**src/rtl/raster_pkg.sv**
```systemverilog
package raster_pkg;

    localparam int LINE_W = 10;
    localparam int HIDX_W = LINE_W + 1;

    typedef enum logic {
        STD_525 = 1'b0,
        STD_625 = 1'b1
    } tv_std_e;

    typedef struct packed {
        logic hdrive;
        logic vdrive;
        logic csync;
        logic cblank;
        logic odd;
    } raster_out_t;

    function automatic logic [LINE_W-1:0] frame_lines(tv_std_e s);
        return (s == STD_625) ? LINE_W'(625) : LINE_W'(525);
    endfunction

    function automatic logic [LINE_W-1:0] field_lines(tv_std_e s, logic lng);
        logic [LINE_W-1:0] base;
        base = (s == STD_625) ? LINE_W'(312) : LINE_W'(262);
        return lng ? base + LINE_W'(1) : base;
    endfunction

    function automatic logic [HIDX_W-1:0] eq_halves(tv_std_e s);
        return (s == STD_625) ? HIDX_W'(5) : HIDX_W'(6);
    endfunction

endpackage

```
**src/rtl/raster_hcount.sv**
```systemverilog
module raster_hcount #(
    parameter int LINE_MCK = 606,
    localparam int PIX_W = $clog2(LINE_MCK)
) (
    input  logic             clk,
    input  logic             rst,
    output logic             tick,
    output logic [PIX_W-1:0] pix,
    output logic             line_end
);
    logic phase;

    always_ff @(posedge clk) begin
        if (rst) begin
            phase <= 1'b0;
            pix   <= '0;
        end else begin
            phase <= ~phase;
            if (phase) begin
                pix <= line_end ? '0 : pix + PIX_W'(1);
            end
        end
    end

    assign tick     = phase;
    assign line_end = phase && (pix == PIX_W'(LINE_MCK - 1));


    pix_range_chk: assert property (@(posedge clk) disable iff (rst)
        pix <= PIX_W'(LINE_MCK - 1));

    pix_hold_chk: assert property (@(posedge clk) disable iff (rst)
        !tick |=> $stable(pix));

    pix_wrap_chk: assert property (@(posedge clk) disable iff (rst)
        line_end |=> pix == '0);

endmodule

```
**src/rtl/raster_vcount.sv**
```systemverilog
module raster_vcount
    import raster_pkg::*;
(
    input  logic              clk,
    input  logic              rst,
    input  logic              line_end,
    input  tv_std_e           std,
    input  logic              prog,
    input  logic              lng,
    output logic [LINE_W-1:0] line
);
    logic [LINE_W-1:0] limit;

    always_comb begin
        limit = prog ? field_lines(std, lng) : frame_lines(std);
    end

    always_ff @(posedge clk) begin
        if (rst) begin
            line <= LINE_W'(1);
        end else if (line_end) begin
            line <= (line >= limit) ? LINE_W'(1) : line + LINE_W'(1);
        end
    end


    line_hold_chk: assert property (@(posedge clk) disable iff (rst)
        !line_end |=> $stable(line));

    line_nonzero_chk: assert property (@(posedge clk) disable iff (rst)
        line != '0);

endmodule

```
**src/rtl/raster_decode.sv**
```systemverilog
module raster_decode
    import raster_pkg::*;
#(
    parameter int LINE_MCK  = 606,
    parameter int HSYNC_W   = 45,
    parameter int EQ_W      = 22,
    parameter int HBLK_A    = 114,
    parameter int HBLK_B    = 104,
    parameter int VD_HALVES = 6,
    parameter int VBL_A     = 20,
    parameter int VBL_B     = 25,
    localparam int PIX_W = $clog2(LINE_MCK),
    localparam int HALF  = LINE_MCK / 2
) (
    input  logic [PIX_W-1:0]  pix,
    input  logic [LINE_W-1:0] line,
    input  tv_std_e           std,
    input  logic              prog,
    output raster_out_t       q
);
    logic              second;
    logic [PIX_W-1:0]  p;
    logic [LINE_W-1:0] mid_line;
    logic              even;
    logic [HIDX_W-1:0] hidx, e1, e2, e3, vbl_h;
    logic              in_pre, in_vs, in_post;
    logic [PIX_W-1:0]  hb;

    always_comb begin
        second   = pix >= PIX_W'(HALF);
        p        = second ? pix - PIX_W'(HALF) : pix;
        mid_line = (frame_lines(std) >> 1) + LINE_W'(1);
        even     = !prog && ((line > mid_line) || (line == mid_line && second));
        hidx     = even ? ({line - mid_line, second} - HIDX_W'(1))
                        : {line - LINE_W'(1), second};
        e1       = eq_halves(std);
        e2       = e1 << 1;
        e3       = e2 + e1;
        in_pre   = hidx < e1;
        in_vs    = !in_pre && (hidx < e2);
        in_post  = !(hidx < e2) && (hidx < e3);
        hb       = (std == STD_625) ? PIX_W'(HBLK_B) : PIX_W'(HBLK_A);
        vbl_h    = (std == STD_625) ? HIDX_W'(2 * VBL_B) : HIDX_W'(2 * VBL_A);

        q.hdrive = pix < PIX_W'(HSYNC_W);
        q.vdrive = hidx < HIDX_W'(VD_HALVES);
        if (in_pre || in_post) begin
            q.csync = p < PIX_W'(EQ_W);
        end else if (in_vs) begin
            q.csync = p < PIX_W'(HALF - HSYNC_W);
        end else begin
            q.csync = pix < PIX_W'(HSYNC_W);
        end
        q.cblank = (pix < hb) || (hidx < vbl_h);
        q.odd    = !even;
    end

endmodule

```
**src/rtl/raster_sync_gen.sv**
```systemverilog
module raster_sync_gen
    import raster_pkg::*;
#(
    parameter int LINE_MCK  = 606,
    parameter int HSYNC_W   = 45,
    parameter int EQ_W      = 22,
    parameter int HBLK_A    = 114,
    parameter int HBLK_B    = 104,
    parameter int VD_HALVES = 6,
    parameter int VBL_A     = 20,
    parameter int VBL_B     = 25
) (
    input  logic clk,
    input  logic rst,
    input  logic std_sel,
    input  logic prog_en,
    input  logic long_field,
    output logic mck,
    output logic hdrive,
    output logic vdrive,
    output logic csync,
    output logic cblank,
    output logic odd_field
);
    localparam int PIX_W = $clog2(LINE_MCK);

    tv_std_e           std;
    logic              tick, line_end;
    logic [PIX_W-1:0]  pix;
    logic [LINE_W-1:0] line;
    raster_out_t       dec, q;

    assign std = tv_std_e'(std_sel);

    raster_hcount #(.LINE_MCK(LINE_MCK)) u_h (
        .clk(clk), .rst(rst), .tick(tick), .pix(pix), .line_end(line_end)
    );

    raster_vcount u_v (
        .clk(clk), .rst(rst), .line_end(line_end), .std(std),
        .prog(prog_en), .lng(long_field), .line(line)
    );

    raster_decode #(
        .LINE_MCK(LINE_MCK), .HSYNC_W(HSYNC_W), .EQ_W(EQ_W),
        .HBLK_A(HBLK_A), .HBLK_B(HBLK_B), .VD_HALVES(VD_HALVES),
        .VBL_A(VBL_A), .VBL_B(VBL_B)
    ) u_d (
        .pix(pix), .line(line), .std(std), .prog(prog_en), .q(dec)
    );

    always_ff @(posedge clk) begin
        if (rst) begin
            q <= '0;
        end else if (tick) begin
            q <= dec;
        end
    end

    assign mck       = tick;
    assign hdrive    = q.hdrive;
    assign vdrive    = q.vdrive;
    assign csync     = q.csync;
    assign cblank    = q.cblank;
    assign odd_field = q.odd;


    out_hold_chk: assert property (@(posedge clk) disable iff (rst)
        !tick |=> $stable(q));

    sync_in_blank_chk: assert property (@(posedge clk) disable iff (rst)
        csync |-> cblank);

    vd_in_blank_chk: assert property (@(posedge clk) disable iff (rst)
        vdrive |-> cblank);

    prog_odd_chk: assert property (@(posedge clk) disable iff (rst)
        (prog_en && odd_field) |=> (odd_field || !prog_en));

    reset_clear_chk: assert property (@(posedge clk)
        rst |=> (q == '0 && !mck));

endmodule

```
**config.mk**
```make
export PLATFORM = sky130hd
export DESIGN_NAME = raster_sync_gen
export DESIGN_NICKNAME = d
export VERILOG_FILES = /design/src/rtl/raster_pkg.sv /design/src/rtl/raster_hcount.sv /design/src/rtl/raster_vcount.sv /design/src/rtl/raster_decode.sv /design/src/rtl/raster_sync_gen.sv
export SDC_FILE = /design/constraint.sdc
export NUM_CORES = 1
export LEC_CHECK = 0
export BUFFER_PORTS_ARGS = -buffer_cell sky130_fd_sc_hd__buf_2
export CAP_MARGIN = 20
export CORE_MARGIN = 10
export CORE_UTILIZATION = 55
export DETAILED_ROUTE_END_ITERATION = 6
export GPL_TIMING_DRIVEN = 0
export HOLD_SLACK_MARGIN = 0.02
export PLACE_DENSITY = 0.8
export SYNTH_ARGS = -nofsm -noshare
export SYNTH_HDL_FRONTEND = slang
export SYNTH_SLANG_ARGS = --single-unit
export TNS_END_PERCENT = 20
```
**constraint.sdc**
```tcl
create_clock -name clk -period 6.1 [get_ports clk]
set_clock_uncertainty 0.1 [all_clocks]
set_input_delay 1.83 -clock clk [delete_from_list [all_inputs] [get_ports clk]]
set_output_delay 1.83 -clock clk [all_outputs]
set_load 0.01 [all_outputs]
```
==> out/qor.csv, run 1 <==
metric;value;unit
status;finished, final reports clean;
cts_tree;done;
grt_use_total;17.78;%
fp.dieArea;9365;µm²
grt_util_met1;22.41;%
hp-class;flip-flop to flip-flop;
start_util;57.81;%
grt_max_degree;15;
crit_slowest_cell;fa_1;
h-tree-depth;1;
coreArea;5608;µm²
path_clk_slew;0.10;ns
syn-num-nets;462;
hpwlAfterDp;6769;µm
cts_sinks;26;
hold_viol;0;
drtAntennaViolNets;0;
yosysMostFrequentCell;nor2_1;
viasPerCell;6.551;
gr-total-overflow;0;
period_needed;5.818;ns
synth_ff_type;dfxtp_1;
worst_pin_slew;0.7681;ns
busiest_layer;met2;
synthArstFlopShare;0;%
cap_viol_max_count;0;
ys_seq_area_share;16.06;%
worstPathMaxFanout;13;
drt_pass1_iterations;5;
ctsLongestPathBuffers;2;
netlist_top_cells_count;nor2_1, ha_1, dfxtp_1;
synth_largest_area_cell;dfxtp_1;
crit_buf_inv;4;
grt_pass1_wl;14920;µm
wirelength;8858;µm
critPathKind;primary input to flip-flop;
finalCritPeriodShare;95.37;%
slew_viol_final;0;
fmax;0.1719;GHz
placedCellCount;506;
fin_nets;481;
cts_buffers;3;
io_pins;11;
synth_enable_flop_cells;0;
relSlewSlack;48.32;%
die_h;96.78;µm
gr-usage-met2;30.57;%
port_buffers;9;
powerDensity;109.2;nW/µm²
leakagePower;1.345;nW
critPathTopFamily;buffers and inverters;
multi_input_area;2536;µm²
vdd_drop_max;0.1010;mV
synth-seq-cells;26;
yosysWarnings;0;
post_layout_nonfiller_instances;515;
ff_latch_area;520.5;µm²
start_kind;primary input;
synth_cell_types;74;
reg2reg_from;u_h.pix[0]$_SDFFE_PP0P_;
area_growth_syn_to_layout;7.642;%
netlist_area;3242;µm²
die_x;96.78;µm
place_congestion;0.9401;
drt_iter0_drc;218;
crit_start;std_sel;
clock-root-buffer;clkbuf_8;
antenna_cells;0;
crit_path_cell_trace;clkbuf_4 > clkinvlp_4 > buf_4 > fa_1 > xor2_1 > and3_1 > clkbuf_1 > xor3_1 > mux2_1 > ha_1 > nor2_1 > and4_1 > nor4_1 > a32oi_1 > o41a_1 > o31ai_1;
grt_use_met3;1.419;%
grt_pass1_vias;3129;
drive_gt1_share;9.707;%
drcViolationCount;0;
num_rows;27;
hp-start;vdrive$_SDFFE_PP0P_;
cp_data_required_time;6.20;ns
avgSynthCellArea;7.628;µm²
fill_cells;522;
grt_antenna_before_repair;0;
critPathArrivalTime;5.91;ns
setup_viol_count_final;0;
synth_top_area_share;16.06;%
endpoint_kind;flip-flop;
rsz0062_at_grt;no;
vias;3374;
cpPeakStageDelay;0.54;ns
clock_latency;0.28;ns
wire_per_inst;17.20;µm
synth_area_leaders;dfxtp_1, ha_1, nor2_1, xnor2_1, a211oi_1;
tns;0;ns
postSynthCellCount;425;
## cells by family (layout without fill, tap and decap cells)
| family | count (synthesis) | in the layout | share of synthesized area [%] |
|---|---|---|---|
| and+or+nand+nor | 161 | 161 | 26.67 |
| DFF | 26 | 26 | 16.06 |
| xor gates and xnor gates | 29 | 29 | 8.298 |
| muxes | 8 | 8 | 2.509 |
| AOI/OAI and AO/OA | 120 | 120 | 27.67 |
| buffers and inverters | 49 | 67 | 6.214 |
| adders and majority gates | 32 | 32 | 12.58 |
## metal layers
layer,wire [µm],up-vias
met1,3821,1589
met2,4245,133
met3,520,27
met5,0,-
li1,-,1625
met4,270,0
## final timing paths
path,to,slack (ns),cells after the start
worst max-delay path,csync$_SDFFE_PP0P_,0.28,16
worst min-delay path,vdrive$_SDFFE_PP0P_,0.38,2
worst max register to register,csync$_SDFFE_PP0P_,1.19,17
worst min register to register,vdrive$_SDFFE_PP0P_,0.38,2
## what timing repair did
item / CTS / global route
endpoints found under the setup margin: 1 / 1
cloned: 0 / 1
buffers inserted: 0 / 4
pin swaps: 0 / 0
hold buffers: 0 / 0
resized for setup: 1 / 4
## state kept, by name, indices dropped and copies added, names as in the netlist
name	cells
cblank	1
csync	1
u_h.pix	10
odd_field	1
vdrive	1
u_h.tick	1
u_v.line	10
hdrive	1
## through the flow
step / instance area [µm²] / total power, W / hold WS [ns] / worst slack (ns) / utilization (%)
floorplan: 3242 / 0.0002419 / 0.3858 / 0.5773 / -
global placement: 3377 / 0.0002623 / 0.3560 / -0.2800 / 60.22
detailed placement: 3377 / 0.0002647 / 0.3662 / -0.3140 / 60.22
CTS: 3436 / 0.0003800 / 0.3812 / 0.09320 / 61.27
global route: 3490 / 0.0003977 / 0.4185 / 0.05518 / 62.23
finish: 3490 / 0.0003812 / 0.3770 / 0.2823 / 62.23
## where the power goes
| part | internal (W) | leakage (nW) | switching [W] |
|---|---|---|---|
| clock network | 0.0000579 | 0.0288 | 0.0000575 |
| logic | 0.0000353 | 1.10 | 0.0000525 |
| registers | 0.000174 | 0.211 | 0.00000434 |
| total | 0.000267 | 1.34 | 0.000114 |
## cells in the final DEF, fill, tap and decap left out, types with 9 or more instances in the layout
| cell | instances |
|---|---|
| xnor2_1 | 19 |
| o21ai_0 | 18 |
| nand2b_1 | 10 |
| nand2_1 | 24 |
| a211oi_1 | 15 |
| a21oi_1 | 20 |
| nor3_1 | 19 |
| ha_1 | 31 |
| dfxtp_1 | 26 |
| nor2_1 | 48 |
| buf_2 | 13 |
| xor2_1 | 9 |
| clkbuf_1 | 22 |
| inv_1 | 18 |
## cell type report
cell class              count  share of cell area (%)
repair buffers             13                   2.223
flip-flops and latches     26                   14.92
multi-input cells         350                   72.68
inverters                  19                   2.151
well taps                  72                   2.582
plain buffers              30                   3.729
clock buffers               4                   1.578
repair inverters            1                  0.1434
## worst reg2reg max path: stages, from the launching register on
cell,delay (ns)
dfxtp_1,0.47
ha_1,0.19
clkbuf_1,0.30
nand4_1,0.26
a21oi_1,0.46
nor2_1,0.27
ha_1,0.28
and3_1,0.16
clkbuf_1,0.18
xor3_1,0.41
mux2_1,0.36
ha_1,0.32
nor2_1,0.05
and4_1,0.18
nor4_1,0.25
a32oi_1,0.12
o41a_1,0.38
o31ai_1,0.07
(Power assumes the default switching activity.)
==> run 2: changes to the inputs <==
RECOVER_POWER = 100   (was not set)
==> run 2 against run 1 <==
Utilization decreased by 0.27 points. Die area unchanged. Combinational power down 1%. Non-clock buffer count is the same. Largest cell class unchanged.
==> out/qor.csv, run 2 (synthesis results as in run 1) <==
metric;value;unit
status;finished, final reports clean;
wire_per_inst;17.28;µm
period_needed;5.801;ns
drtAntennaViolNets;0;
area_growth_syn_to_layout;7.179;%
fin_nets;481;
start_kind;primary input;
whs;0.3814;ns
grt_antenna_before_repair;0;
place_congestion;0.9401;
cp_data_required_time;6.20;ns
antenna_cells;0;
fmax;0.1724;GHz
num_rows;27;
vdd_drop_max;0.1015;mV
powerDensity;109.7;nW/µm²
gr-total-overflow;0;
vias;3366;
clock_latency;0.28;ns
worst_slack;0.2989;ns
coreArea;5608;µm²
cts_tree;done;
reg_top3;u_h.pix: 10 flops, u_v.line: 10 flops;
ctsLongestPathBuffers;2;
grt_pass1_vias;3129;
drcViolationCount;0;
mostFrequentLayoutCells;nor2_1, ha_1, clkbuf_1, dfxtp_1, nand2_1;
setup_viol_count_final;0;
rsz0062_at_grt;no;
h-tree-depth;1;
critPathKind;primary input to flip-flop;
grt_max_degree;15;
die_x;96.78;µm
die_h;96.78;µm
fp.dieArea;9365;µm²
start_util;57.81;%
drt_pass1_iterations;7;
io_pins;11;
hp-class;flip-flop to flip-flop;
layout_commonest_cell;nor2_1;
drive_gt1_share;8.126;%
finalCritPeriodShare;95.10;%
viasPerCell;6.536;
leakagePower;1.320;nW
port_buffers;9;
slew_viol_final;0;
cts_buffers;3;
relSlewSlack;37.81;%
wirelength;8897;µm
drt_iter0_drc;237;
endpoint_kind;flip-flop;
clock-root-buffer;clkbuf_8;
cap_viol_max_count;0;
grt_use_total;17.78;%
hpwlAfterDp;6769;µm
hold_viol;0;
critPathArrivalTime;5.90;ns
dp_slack;-0.3140;ns
worstPathMaxFanout;13;
cts_sinks;26;
path_clk_slew;0.10;ns
worst_pin_slew;0.9230;ns
grt_pass1_wl;14920;µm
[run 2: changes by cell type in the layout (fill, tap and decap cells not counted)]
cell / delta
o21ai_0: +2
o21ai_1: -2
nor2_1: +1
clkbuf_4: +1
clkbuf_1: +6
buf_4: -1
buf_2: -6
nor2_4: -1
[run 2: timing repair]
action                                  4_1_cts  5_1_grt
cloned                                        0        1
resized for setup                             1        4
hold buffers                                  0        0
buffers inserted                              0        4
endpoints found under the setup margin        1        1
pin swaps                                     0        0
[run 2: report_power, final]
| group | switching (W) | internal, W |
|---|---|---|
| clock | 0.0000582 | 0.0000579 |
| combinational | 0.0000525 | 0.0000344 |
| sequential | 0.00000450 | 0.000174 |
[run 2: area by class of cell]
cell class	instances	area (µm²)
fillers	527	2133
plain buffers	30	130.1
clock buffers	4	55.05
multi-input cells	350	2529
well taps	72	90.09
flip-flops and latches	26	520.5
repair inverters	1	5.005
repair buffers	13	70.07
inverters	19	75.07
[run 2: path summary, 6_finish.rpt]
| kind | from | end | slack [ns] | cells past startpoint |
|---|---|---|---|---|
| worst max-delay path | std_sel | csync$_SDFFE_PP0P_ | 0.30 | 16 |
| worst min-delay path | vdrive$_SDFFE_PP0P_ | vdrive$_SDFFE_PP0P_ | 0.38 | 2 |
| worst max register to register | u_h.pix[0]$_SDFFE_PP0P_ | csync$_SDFFE_PP0P_ | 1.16 | 17 |
| worst min register to register | vdrive$_SDFFE_PP0P_ | vdrive$_SDFFE_PP0P_ | 0.38 | 2 |
[run 2: per-layer routing]
metal / GRT usage [%] / routed length [µm] / vias up
met5: 0 / 0 / -
met4: 6.426 / 254 / 0
met3: 1.419 / 542 / 23
met2: 30.57 / 4246 / 139
met1: 22.41 / 3853 / 1588
li1: - / - / 1616
[run 2: critical path: stages]
cell and delay, ns:
clkbuf_4 0.25, clkinvlp_4 0.22, buf_4 0.18, fa_1 0.54
xor2_1 0.28, and3_1 0.18, clkbuf_1 0.27, xor3_1 0.40
mux2_1 0.36, ha_1 0.32, nor2_1 0.05, and4_1 0.18
nor4_1 0.25, a32oi_1 0.12, o41a_1 0.38, o31ai_1 0.07
[run 2: stage by stage]
stage	area, µm²	utilization (%)	std cells	TNS [ns]	power (W)
floorplan	3242	-	425	0	0.0002419
global placement	3377	60.22	506	-0.2800	0.0002623
detailed placement	3377	60.22	506	-0.3140	0.0002647
CTS	3436	61.27	510	0	0.0003800
global route	3475	61.96	515	0	0.0003968
finish	3475	61.96	515	0	0.0003812
